### config.mk
export PLATFORM = sky130hd
export DESIGN_NAME = hwbp_unit
export DESIGN_NICKNAME = d
export VERILOG_FILES = /design/src/rtl/hwbp_pkg.sv /design/src/rtl/hwbp_slot.sv /design/src/rtl/hwbp_track.sv /design/src/rtl/hwbp_unit.sv
export SDC_FILE = /design/constraint.sdc
export NUM_CORES = 1
export LEC_CHECK = 0
export ABC_AREA = 1
export ABC_CLOCK_PERIOD_IN_PS = 5800
export BUFFER_PORTS_ARGS = -buffer_cell sky130_fd_sc_hd__buf_2
export CAP_MARGIN = 5
export CORE_MARGIN = 8
export CORE_UTILIZATION = 42
export DETAILED_ROUTE_END_ITERATION = 8
export PLACE_DENSITY_LB_ADDON = 0.3
export SLEW_MARGIN = 20
export SYNTH_ARGS = -nofsm -noshare
export SYNTH_HDL_FRONTEND = slang
export SYNTH_SLANG_ARGS = --single-unit
### constraint.sdc
create_clock -name clk -period 5.8 [get_ports clk]
set_input_delay 0.58 -clock clk [delete_from_list [all_inputs] [get_ports clk]]
set_output_delay 0.58 -clock clk [all_outputs]
set_load 0.02 [all_outputs]
### src/rtl/hwbp_pkg.sv
package hwbp_pkg;

  // Reserved status bits that always read as one.
  localparam logic [31:0] STATUS_RSVD = 32'hFFFF_0FF0;

  // Watch-size code of a slot.
  typedef enum logic [1:0] {
    WATCH_1B = 2'd0,
    WATCH_2B = 2'd1,
    WATCH_4B = 2'd2,
    WATCH_8B = 2'd3
  } watch_size_e;

endpackage

### src/rtl/hwbp_slot.sv
module hwbp_slot #(
  parameter int ADDR_W = 32,
  parameter int LEN_W  = 4
) (
  input  logic [ADDR_W-1:0] bp_addr_i,
  input  logic [1:0]        size_code_i,
  input  logic              rw_type_i,
  input  logic [ADDR_W-1:0] acc_addr_i,
  input  logic [LEN_W-1:0]  acc_len_i,
  input  logic              acc_write_i,
  output logic              hit_o
);
  typedef logic [ADDR_W:0] wide_t;

  function automatic wide_t watch_span(input logic [1:0] code);
    return wide_t'(1) << code;
  endfunction

  function automatic logic ranges_meet(input wide_t lo_a, input wide_t hi_a,
                                       input wide_t lo_b, input wide_t hi_b);
    return (lo_a <= hi_b) && (lo_b <= hi_a);
  endfunction

  wide_t span, win_lo, win_hi, acc_lo, acc_hi;
  logic  type_ok, nonempty;

  always_comb begin
    span     = watch_span(size_code_i);
    win_lo   = wide_t'(bp_addr_i) & ~(span - wide_t'(1));
    win_hi   = win_lo + span - wide_t'(1);
    acc_lo   = wide_t'(acc_addr_i);
    acc_hi   = acc_lo + wide_t'(acc_len_i) - wide_t'(1);
    nonempty = (acc_len_i != '0);
    type_ok  = acc_write_i | rw_type_i;
    hit_o    = nonempty & type_ok & ranges_meet(win_lo, win_hi, acc_lo, acc_hi);
  end
endmodule

### src/rtl/hwbp_track.sv
module hwbp_track #(
  parameter int NUM_BP = 4
) (
  input  logic              clk,
  input  logic              rst_n,
  input  logic              acc_valid_i,
  input  logic              acc_rep_i,
  input  logic              iter_end_i,
  input  logic [NUM_BP-1:0] hit_vec_i,
  input  logic              hit_en_any_i,
  input  logic              flag_we_i,
  input  logic [NUM_BP-1:0] flag_wdata_i,
  output logic [NUM_BP-1:0] flags_o,
  output logic              trap_o
);
  logic [NUM_BP-1:0] flags_q, flags_d;
  logic pend_q, pend_d, trap_d, take, take_rep;

  always_comb begin
    take     = acc_valid_i & hit_en_any_i;
    take_rep = take & acc_rep_i;
    flags_d  = (flag_we_i ? flag_wdata_i : flags_q) | (take ? hit_vec_i : '0);
    pend_d   = iter_end_i ? 1'b0 : (pend_q | take_rep);
    trap_d   = (take & ~acc_rep_i) | (iter_end_i & (pend_q | take_rep));
  end

  always_ff @(posedge clk or negedge rst_n) begin
    if (!rst_n) begin
      flags_q <= '0;
      pend_q  <= 1'b0;
      trap_o  <= 1'b0;
    end else begin
      flags_q <= flags_d;
      pend_q  <= pend_d;
      trap_o  <= trap_d;
    end
  end

  assign flags_o = flags_q;
endmodule

### src/rtl/hwbp_unit.sv
module hwbp_unit #(
  parameter int NUM_BP = 4,
  parameter int ADDR_W = 32,
  parameter int LEN_W  = 4,
  parameter int DATA_W = 32,
  localparam int SEL_W = $clog2(NUM_BP + 2)
) (
  input  logic              clk,
  input  logic              rst_n,
  input  logic              acc_valid_i,
  input  logic [ADDR_W-1:0] acc_addr_i,
  input  logic [LEN_W-1:0]  acc_len_i,
  input  logic              acc_write_i,
  input  logic              acc_uncached_i,
  input  logic              acc_rep_i,
  input  logic              iter_end_i,
  input  logic              sw_we_i,
  input  logic [SEL_W-1:0]  sw_sel_i,
  input  logic [DATA_W-1:0] sw_wdata_i,
  output logic [DATA_W-1:0] sw_rdata_o,
  output logic              trap_o,
  output logic [DATA_W-1:0] status_o
);
  localparam int CTRL_W = 4 * NUM_BP;
  localparam logic [SEL_W-1:0] SEL_CTRL = SEL_W'(NUM_BP);
  localparam logic [SEL_W-1:0] SEL_STAT = SEL_W'(NUM_BP + 1);

  logic [ADDR_W-1:0] bp_addr_q [NUM_BP];
  logic [CTRL_W-1:0] ctrl_q;
  logic [NUM_BP-1:0] hit_vec, en_mask, hit_en_vec, flags;
  logic              hit_en_any, stat_we;

  // Uncached loads go through exactly the same compare path.
  logic unused_uc;
  assign unused_uc = acc_uncached_i;

  always_ff @(posedge clk or negedge rst_n) begin
    if (!rst_n) begin
      ctrl_q <= '0;
      for (int i = 0; i < NUM_BP; i++) bp_addr_q[i] <= '0;
    end else if (sw_we_i) begin
      if (sw_sel_i == SEL_CTRL) ctrl_q <= sw_wdata_i[CTRL_W-1:0];
      for (int i = 0; i < NUM_BP; i++)
        if (sw_sel_i == SEL_W'(i)) bp_addr_q[i] <= sw_wdata_i[ADDR_W-1:0];
    end
  end

  assign en_mask = ctrl_q[NUM_BP-1:0];

  for (genvar g = 0; g < NUM_BP; g++) begin : g_slot
    hwbp_slot #(.ADDR_W(ADDR_W), .LEN_W(LEN_W)) u_slot (
      .bp_addr_i   (bp_addr_q[g]),
      .size_code_i (ctrl_q[2*NUM_BP + 2*g +: 2]),
      .rw_type_i   (ctrl_q[NUM_BP + g]),
      .acc_addr_i  (acc_addr_i),
      .acc_len_i   (acc_len_i),
      .acc_write_i (acc_write_i),
      .hit_o       (hit_vec[g])
    );
  end

  assign hit_en_vec = hit_vec & en_mask;
  assign hit_en_any = |hit_en_vec;
  assign stat_we    = sw_we_i & (sw_sel_i == SEL_STAT);

  hwbp_track #(.NUM_BP(NUM_BP)) u_track (
    .clk          (clk),
    .rst_n        (rst_n),
    .acc_valid_i  (acc_valid_i),
    .acc_rep_i    (acc_rep_i),
    .iter_end_i   (iter_end_i),
    .hit_vec_i    (hit_vec),
    .hit_en_any_i (hit_en_any),
    .flag_we_i    (stat_we),
    .flag_wdata_i (sw_wdata_i[NUM_BP-1:0]),
    .flags_o      (flags),
    .trap_o       (trap_o)
  );

  assign status_o = DATA_W'(hwbp_pkg::STATUS_RSVD) | DATA_W'(flags);

  always_comb begin
    sw_rdata_o = '0;
    if (sw_sel_i == SEL_CTRL) sw_rdata_o = DATA_W'(ctrl_q);
    if (sw_sel_i == SEL_STAT) sw_rdata_o = status_o;
    for (int i = 0; i < NUM_BP; i++)
      if (sw_sel_i == SEL_W'(i)) sw_rdata_o = DATA_W'(bp_addr_q[i]);
  end
endmodule

==> impl.org, run 1 <==
** Setup path
- Crit path required time :: 6190 ps
- Slowest cell on crit path :: sky130_fd_sc_hd__a21oi_1
- The worst setup path is launched from a flip-flop.
- Critical path peak fanout :: 5
- For the worst setup path, the data arrival time is 5840 ps.
- The startpoint identified for the worst register-to-register timing path is bp_addr_q[97]$_DFFE_PN0P_.
- STA classifies the critical path endpoint as a flip-flop.
- For this run, the slowest stage of the critical path takes 520 ps.
- In this run the worst setup path begins at bp_addr_q[97]$_DFFE_PN0P_.
- By instance count, the cell type seen most on the critical path is sky130_fd_sc_hd__nand3_1.
- Critical path type :: reg -> reg

** Finish
- N_diodes :: 0
- Fraction of final layout cells with drive strength greater than 1 :: 10.2%
- After filler insertion, the fill cell instance count of the layout stands at 5621.
- Synthesis-to-layout area growth :: 10.6%
- Number of nets at the end of the flow :: 3919
- Post-route cell area :: 24300 um^2

** Drt
- Vias after detailed routing :: 23167
- Drt initial violations :: 2351
- Post-detailed-route count of antenna-violating nets :: 0
- Before antenna repair, the detailed router went through 6 iterations.
- Dividing the detail-routed via count by the number of cells gives 5.55.
- The final layout contains routed wiring with a total length of 85200 um.
- Remaining design rule violation count :: 0
- WL per Instance :: 20.4 um

** Timing
- Worst Hold Margin :: 203 ps
- In the post-route analysis, the smallest setup slack over all paths is 350 ps.
- After layout, the worst path uses 94.0% of the clock period.
- Setup violations remaining at the end of the flow were counted as 0.
- The number of max-slew violations in the final report is 0.
- Endpoints failing hold :: 0
- Highest clock rate :: 184 MHz
- Actual transition at the worst max-transition pin :: 1020 ps
- Clock Skew :: 8.79 ps
- Clock period minus worst slack :: 5450 ps
- Headroom to the max-slew limit came out at 31.9%.

** Synth
- Post-synthesis cell area :: 21900 um^2
- Synthesis warning total :: 0
- Seq cells post-synth :: 150
- Proportion of synthesized flip-flops having asynchronous set or reset :: 100%
- The share of the Yosys chip area taken by registers is 17.1%.
- Post-synth EDFFs :: 0
- The number of different library cells used by synthesis comes to 54.
- In this run the mean area of a mapped cell was 6.49 um^2.
- Number of cells produced by synthesis :: 3382
- The most used flip-flop cell after synthesis is sky130_fd_sc_hd__dfrtp_1.

** Clocking
- TritonCTS built the clock tree.
- # clock sinks :: 150
- Total clock buffers created by CTS :: 17
- CTS root buf :: sky130_fd_sc_hd__clkbuf_16
- H-tree levels :: 4
- Clock latency reported for the late side of the worst-skew pair :: 440 ps
- Longest Clk Path Bufs :: 2
- Count of hold-fix buffers inserted at cts :: 0
- Clock-pin slew was measured on the worst setup and hold paths at 70 ps.

** Die
- Overall die height :: 245 um
- Die Span X :: 245 um
- Cell row count :: 83
- Number of top-level design ports :: 144
- Core Region :: 51500 um^2
- Once the floorplan was initialized, standard cells occupied 42.6% of the core.
- Area of the die :: 59800 um^2

** Pwr
- The worst-case IR drop observed on VDD is 0.240 mV.
- In this run the power density over the cells is 415 nW/um^2.
- Leakage dissipation :: 0.0132 uW
- The completed layout was analyzed and its total power is 10100 uW.

** Global route
- Initial antenna violation count :: 1
- Number of global-route vias before repair :: 21603
- For this run, the total global-route usage over all layers was measured as 27.6%.
- Global-route wire length before repair :: 127000 um
- Maximum number of pins on one net before global-route repair :: 91
- GR Overflow Total :: 0

** Placement
- OpenSTA, run right after detailed placement, puts the worst setup slack at -38.2 ps.
- After detailed placement, the total cell area comes to 23400 um^2.
- Count of port buffers added during placement :: 114
- GPL Wtd Cong :: 1.04
- Detailed placement finished with a half-perimeter wire length of 72800 um.

** Worst hold path
- The path class of the tightest hold or removal check is in -> async.

** Run
- Max-capacitance violation count :: 0

** Run status
- The run finished with clean final reports.
==> cell usage in the layout, fill, tap and decap left out, types with 6 or more instances in the layout <==
cell type	n
sky130_fd_sc_hd__o21ai_2	12
sky130_fd_sc_hd__o211ai_1	13
sky130_fd_sc_hd__a21boi_0	9
sky130_fd_sc_hd__o2111ai_1	7
sky130_fd_sc_hd__o21bai_1	24
sky130_fd_sc_hd__a21oi_1	231
sky130_fd_sc_hd__o21a_1	11
sky130_fd_sc_hd__inv_1	481
sky130_fd_sc_hd__a221oi_1	22
sky130_fd_sc_hd__nor4_1	24
sky130_fd_sc_hd__a31oi_1	17
sky130_fd_sc_hd__nor2_2	14
sky130_fd_sc_hd__nor3_1	32
sky130_fd_sc_hd__buf_4	96
sky130_fd_sc_hd__o21ai_0	245
sky130_fd_sc_hd__nand3_1	181
sky130_fd_sc_hd__conb_1	28
sky130_fd_sc_hd__xor2_1	97
sky130_fd_sc_hd__a21oi_2	15
sky130_fd_sc_hd__nand4_1	55
sky130_fd_sc_hd__nor2_1	214
sky130_fd_sc_hd__o22ai_1	6
sky130_fd_sc_hd__inv_2	13
sky130_fd_sc_hd__buf_2	113
sky130_fd_sc_hd__o221ai_1	13
sky130_fd_sc_hd__clkbuf_16	17
sky130_fd_sc_hd__ha_1	354
sky130_fd_sc_hd__nand3_2	6
sky130_fd_sc_hd__o21ai_1	9
sky130_fd_sc_hd__xnor2_1	42
sky130_fd_sc_hd__a21o_1	18
sky130_fd_sc_hd__or2_2	6
sky130_fd_sc_hd__nand2_2	19
sky130_fd_sc_hd__dfrtp_1	149
sky130_fd_sc_hd__nand2_1	817
==> what timing repair did <==
item / CTS / global route
gates resized for setup: 0 / 45
endpoints found under the setup margin: 0 / 6
setup buffers: 0 / 10
==> final timing paths <==
check / cells past startpoint / slack (ps) / end
worst max-delay path: 30 / 350 / u_track.flags_o[3]$_DFF_PN0_
worst min-delay path: 1 / 200 / bp_addr_q[97]$_DFFE_PN0P_
worst max register to register: 30 / 350 / u_track.flags_o[3]$_DFF_PN0_
worst min register to register: 2 / 490 / bp_addr_q[98]$_DFFE_PN0P_
max in group asynchronous: 2 / 4250 / bp_addr_q[58]$_DFFE_PN0P_
min in group clk: 2 / 300 / u_track.pend_q$_DFF_PN0_
==> registers in the layout (all words and copies together), names as in the netlist <==
| signal | count |
|---|---|
| bp_addr_q | 128 |
| u_track.trap_o | 1 |
| u_track.pend_q | 1 |
| u_track.flags_o | 4 |
| ctrl_q | 16 |
==> per-layer routing <==
layer	vias to the layer above	global-route usage (%)	share of wire, %
met2	953	42.3	42
met4	2	8.85	3.2
li1	11344	-	-
met5	-	0	0.014
met1	10755	39.8	45
met3	113	3.20	9.6
==> logic make-up (layout without fill, tap and decap cells) <==
kind of cell	count (synthesis)	in the layout	synth area share, %
other	2	28	0.0342
buffers and inverters	654	739	11.7
AOI/OAI and AO/OA	678	678	17.9
xor gates and xnor gates	139	139	5.55
DFF	150	150	17.1
and+or+nand+nor	1399	1399	27.0
adders and majority gates	360	360	20.7
==> worst max-delay path: cells and delay by family, from the launching register on <==
kind | cells | cell delay, ps
AND/OR/NAND/NOR | 15 | 2030
AO/OA/AOI/OAI | 10 | 1900
adder cells (fa/ha/maj) | 2 | 610
flip-flops | 1 | 400
buffers and inverters | 2 | 290
XOR/XNOR | 1 | 140
==> cells in the mapped netlist, types with 3 or more instances <==
| cell | number | area share, % |
|---|---|---|
| sky130_fd_sc_hd__o21ai_0 | 249 | 5.7 |
| sky130_fd_sc_hd__a21boi_2 | 3 | 0.15 |
| sky130_fd_sc_hd__nand2_1 | 824 | 14 |
| sky130_fd_sc_hd__o31ai_1 | 5 | 0.17 |
| sky130_fd_sc_hd__nand3b_1 | 5 | 0.17 |
| sky130_fd_sc_hd__a211oi_1 | 6 | 0.21 |
| sky130_fd_sc_hd__a21o_1 | 18 | 0.62 |
| sky130_fd_sc_hd__nor4_1 | 28 | 0.80 |
| sky130_fd_sc_hd__xor2_1 | 97 | 3.9 |
| sky130_fd_sc_hd__a221oi_1 | 22 | 0.88 |
| sky130_fd_sc_hd__dfrtp_1 | 150 | 17 |
| sky130_fd_sc_hd__inv_1 | 485 | 8.3 |
| sky130_fd_sc_hd__xnor2_1 | 42 | 1.7 |
| sky130_fd_sc_hd__o21a_1 | 11 | 0.38 |
| sky130_fd_sc_hd__clkbuf_1 | 126 | 2.2 |
| sky130_fd_sc_hd__nand3_1 | 182 | 4.2 |
| sky130_fd_sc_hd__o22ai_1 | 7 | 0.20 |
| sky130_fd_sc_hd__a21boi_0 | 9 | 0.31 |
| sky130_fd_sc_hd__inv_2 | 10 | 0.17 |
| sky130_fd_sc_hd__o21ai_2 | 8 | 0.32 |
| sky130_fd_sc_hd__o21bai_1 | 24 | 0.82 |
| sky130_fd_sc_hd__a21oi_2 | 7 | 0.28 |
| sky130_fd_sc_hd__nand3_2 | 5 | 0.23 |
| sky130_fd_sc_hd__o221ai_1 | 13 | 0.52 |
| sky130_fd_sc_hd__nor3_1 | 35 | 0.80 |
| sky130_fd_sc_hd__a21oi_1 | 239 | 5.5 |
| sky130_fd_sc_hd__buf_4 | 29 | 0.99 |
| sky130_fd_sc_hd__o211ai_1 | 13 | 0.44 |
| sky130_fd_sc_hd__o21ai_1 | 9 | 0.21 |
| sky130_fd_sc_hd__nor2_1 | 217 | 3.7 |
| sky130_fd_sc_hd__ha_1 | 355 | 20 |
| sky130_fd_sc_hd__a31oi_1 | 19 | 0.54 |
| sky130_fd_sc_hd__a21boi_1 | 5 | 0.17 |
| sky130_fd_sc_hd__nand4_1 | 55 | 1.6 |
| sky130_fd_sc_hd__nand2_2 | 14 | 0.40 |
| sky130_fd_sc_hd__and3_1 | 5 | 0.14 |
| sky130_fd_sc_hd__o2111ai_1 | 7 | 0.28 |
| sky130_fd_sc_hd__nor2_2 | 11 | 0.31 |
| sky130_fd_sc_hd__nand2_4 | 3 | 0.15 |
| sky130_fd_sc_hd__fa_1 | 5 | 0.46 |
| sky130_fd_sc_hd__or2_2 | 6 | 0.17 |
==> cell type report <==
| type | instances | area [um^2] | area share (%) |
|---|---|---|---|
| inverters | 497 | 1870 | 7.70 |
| well taps | 680 | 851 | 3.51 |
| clock buffers | 18 | 439 | 1.81 |
| repair buffers | 210 | 1300 | 5.35 |
| clock inverters | 14 | 149 | 0.614 |
| multi-input cells | 2604 | 15900 | 65.5 |
| flip-flops and latches | 150 | 3750 | 15.5 |
==> power breakdown <==
group	total (uW)	switching [uW]	internal, uW
Sequential	1700	457	1240
Clock	1130	483	647
Combinational	7220	4600	2630
==> metrics by stage <==
step | std cells | utilization [%] | TNS (ps)
floorplan | 3408 | - | 0
global placement | 4131 | 45.5 | -16.1
detailed placement | 4131 | 45.5 | -75.3
CTS | 4163 | 46.6 | 0
global route | 4173 | 47.1 | -55.3
finish | 4173 | 47.1 | 0
Power figures use the tool's default switching activity.
==> run 2, diff against run 1 <==
--- a/config.mk
+++ b/config.mk
@@ -11,6 +11,7 @@
 export CAP_MARGIN = 5
 export CORE_MARGIN = 8
 export CORE_UTILIZATION = 42
+export CTS_CLUSTER_DIAMETER = 80
 export DETAILED_ROUTE_END_ITERATION = 8
 export PLACE_DENSITY_LB_ADDON = 0.3
 export SLEW_MARGIN = 20
==> constraint.sdc (replaced) <==
create_clock -name clk -period 5.8 [get_ports clk]
set_input_delay 1.74 -clock clk [delete_from_list [all_inputs] [get_ports clk]]
set_output_delay 1.74 -clock clk [all_outputs]
set_load 0.02 [all_outputs]
==> impl.org, run 2 (synthesis results as in run 1) <==
** Run status
- The run finished, with violations left.
- The checks that failed: setup timing.

** Pwr
- Total power for the finished layout comes to 10200 uW.
- IR Drop Worst-Case VDD :: 0.261 mV
- Dividing total power by cell area gives a power density of 398 nW/um^2.
- Leakage dissipation :: 0.0139 uW

** Die
- The floorplan step defined a die boundary enclosing 59800 um^2.
- From left edge to right edge, the die measures 245 um.
- Initial Utilization :: 42.6%
- Overall die height :: 245 um
- The core region is 51500 um^2.
- After floorplanning, the core was divided into 83 placement rows.
- 144 I/O pins were placed.

** Finish
- The net count of the finished layout is 4070.
- Number of flip-flops under the largest register name :: 128
- Fraction of final layout cells with drive strength greater than 1 :: 14.2%
- Compared with the post-synthesis result, the final layout area differs by 16.2%.
- Most common cell after layout, fill and taps aside :: sky130_fd_sc_hd__nand2_1
- Commonest cells after routing, fill and taps aside :: sky130_fd_sc_hd__nand2_1, sky130_fd_sc_hd__inv_1, sky130_fd_sc_hd__ha_1
- The layout has 5397 filler cells.
- 0 antenna diodes ended up in the layout.
- Register containing the most flip-flops in the final layout :: bp_addr_q

** Global route
- The total overflow left after global routing is 0.
- Global-route total usage across every layer :: 28.1%
- Number of global-route vias before repair :: 22582
- The number of antenna violations at the first check in global routing was 0.
- Maximum number of pins on one net before global-route repair :: 78
- The first global-routing pass estimated 130000 um of wire.

** Setup path
- Counting stages on the worst path, the most repeated cell is sky130_fd_sc_hd__nand2_1.
- The worst register-to-register path has a depth of 40.
- In this run the critical register-to-register path is captured at u_track.trap_o$_DFF_PN0_.
- By startpoint and endpoint, the worst setup path is classified as in -> reg.
- Critical path peak fanout :: 3
- The worst setup path is captured at a flip-flop.
- In this run the critical register-to-register path is launched from ctrl_q[11]$_DFFE_PN0P_.
- In this design, the largest share of critical-path delay is due to simple AND/OR/NAND/NOR gates.
- The critical path contains buffers and inverters numbering 7 combined.
- Largest stage delay, worst path :: 350 ps
- For the worst setup path, the data required time is 6170 ps.
- Startpoint class of the critical path :: primary input
- Slowest cell on crit path :: sky130_fd_sc_hd__fa_2
- Setup slack on the worst reg-to-reg path comes out at 0 ps.
- Arrival time of data at the critical path endpoint :: 6560 ps

** Drt
- The detail route stage leaves a number of antenna-violating nets equal to 0.
- Dividing the detail-routed wire length by the instance count gives 20.0 um.
- WL final :: 86600 um
- Vias after detailed routing :: 23764
- Remaining design rule violation count :: 0
- After detailed routing, the number of vias per cell comes to 5.50.
- Before antenna repair, the detailed router went through 6 iterations.
- Drt initial violations :: 2298

** Worst hold path
- Hold Path Depth :: 2
- The startpoint identified for the worst hold timing path is bp_addr_q[66]$_DFFE_PN0P_.
- In this run the worst hold path is classified as reg -> reg.
- Min-Delay Endpoint :: bp_addr_q[66]$_DFFE_PN0P_

** Clocking
- The cell sitting at the root of the clock tree is a sky130_fd_sc_hd__clkbuf_16.
- TritonCTS clock tree :: done
- Clock latency reported for the late side of the worst-skew pair :: 440 ps
- In this run the deepest clock path goes through 2 buffers.
- # clock sinks :: 150
- After clock tree synthesis, the clock-pin slew on the worst setup and hold paths is 60 ps.
- For this design, the CTS-stage hold fixing added 0 buffers.
- CTS built an H-tree with a depth of 4.
- TritonCTS created 17 clock buffers.

** Timing
- Final setup violation count :: 6
- The number of max-slew violations in the final report came to 0.
- Measured against its own limit, the worst slew margin works out to 35.9%.
- Final period util :: 107%
- Worst Hold Margin :: 492 ps
- Endpoints failing hold :: 0
- Static timing analysis puts the maximum clock frequency at 162 MHz.
- After layout, the worst setup slack is -387 ps.
- Actual transition at the worst max-transition pin :: 952 ps
- Clock Skew :: 10.8 ps
- Setup repair after global routing could not meet its margin everywhere.
- Clock period minus worst slack :: 6190 ps

** Placement
- GPL Wtd Cong :: 1.03
- Input and output buffers added on the ports amount to 114.
- The HPWL after detailed placement is 73900 um.

** Run
- The tool flagged a number of max-cap violations equal to 0.
==> run 2: changes by cell type in the layout (fill, tap and decap cells not counted), moves of 3 or more <==
cell	change
sky130_fd_sc_hd__ha_1	-4
sky130_fd_sc_hd__buf_6	+3
sky130_fd_sc_hd__clkbuf_1	+3
sky130_fd_sc_hd__nand3_1	-8
sky130_fd_sc_hd__nand3_2	+8
sky130_fd_sc_hd__a21oi_1	+4
sky130_fd_sc_hd__ha_4	+5
sky130_fd_sc_hd__nand2_1	-9
sky130_fd_sc_hd__buf_4	+147
sky130_fd_sc_hd__a21oi_2	-5
sky130_fd_sc_hd__nand2_2	+9
==> run 2: cell type report <==
type	instances	area [um^2]	area share, %
sequential	150	3750	14.7
clock inverter	8	76.3	0.299
inverter	497	1880	7.37
timing repair buffer	361	2480	9.73
clock buffer	22	464	1.82
multi-input combinational	2604	16000	62.7
tap	680	851	3.34
==> run 2: worst max path at each step <==
stage | start | end | slack [ps] | cells after the start
final | acc_addr_i[1] | u_track.trap_o$_DFF_PN0_ | -390 | 41
after global routing | acc_addr_i[1] | u_track.trap_o$_DFF_PN0_ | -620 | 42
after CTS | acc_addr_i[1] | u_track.trap_o$_DFF_PN0_ | -410 | 41
after detailed placement | acc_addr_i[1] | u_track.trap_o$_DFF_PN0_ | -1050 | 40
after global placement | acc_addr_i[1] | u_track.trap_o$_DFF_PN0_ | -1000 | 45
after floorplan | acc_addr_i[1] | u_track.trap_o$_DFF_PN0_ | -130 | 39
==> run 2: layer usage <==
metal  GRT usage [%]  up-vias  wire [um]
met1            39.3    10944      37900
met4            9.59        0       3130
met5               0        -          0
met3            4.14      151       8550
li1                -    11657          -
met2            43.8     1012      37000
==> run 2: timing repair <==
action | in CTS | in global routing
setup buffers | 25 | 3
setup endpoints to repair | 6 | 6
pin swaps | 28 | 14
resized for setup | 16 | 26
==> run 2: tightest hold or removal path, stage by stage (launching register included) <==
cell	delay, ps
sky130_fd_sc_hd__dfrtp_1	350
sky130_fd_sc_hd__nand2_1	50
sky130_fd_sc_hd__o21ai_0	60
==> run 2: power breakdown <==
| part | total (uW) | internal, uW | switching (uW) | leakage [uW] |
|---|---|---|---|---|
| combinational | 7390 | 2790 | 4600 | 0.0118 |
| sequential | 1710 | 1240 | 466 | 0.00188 |
| clock | 1060 | 606 | 449 | 0.000258 |
==> run 2: stage by stage <==
step	area (um^2)	setup TNS, ps	setup WS (ps)	utilization, %	instances
2_1_floorplan	22100	-475	-125	-	3408
5_1_grt	25500	-3190	-622	49.5	4322
3_3_place_gp	24600	-5590	-995	47.8	4280
6_report	25500	-1820	-387	49.5	4322
3_5_place_dp	24600	-5920	-1050	47.8	4280
4_1_cts	25300	-2250	-413	49.2	4319
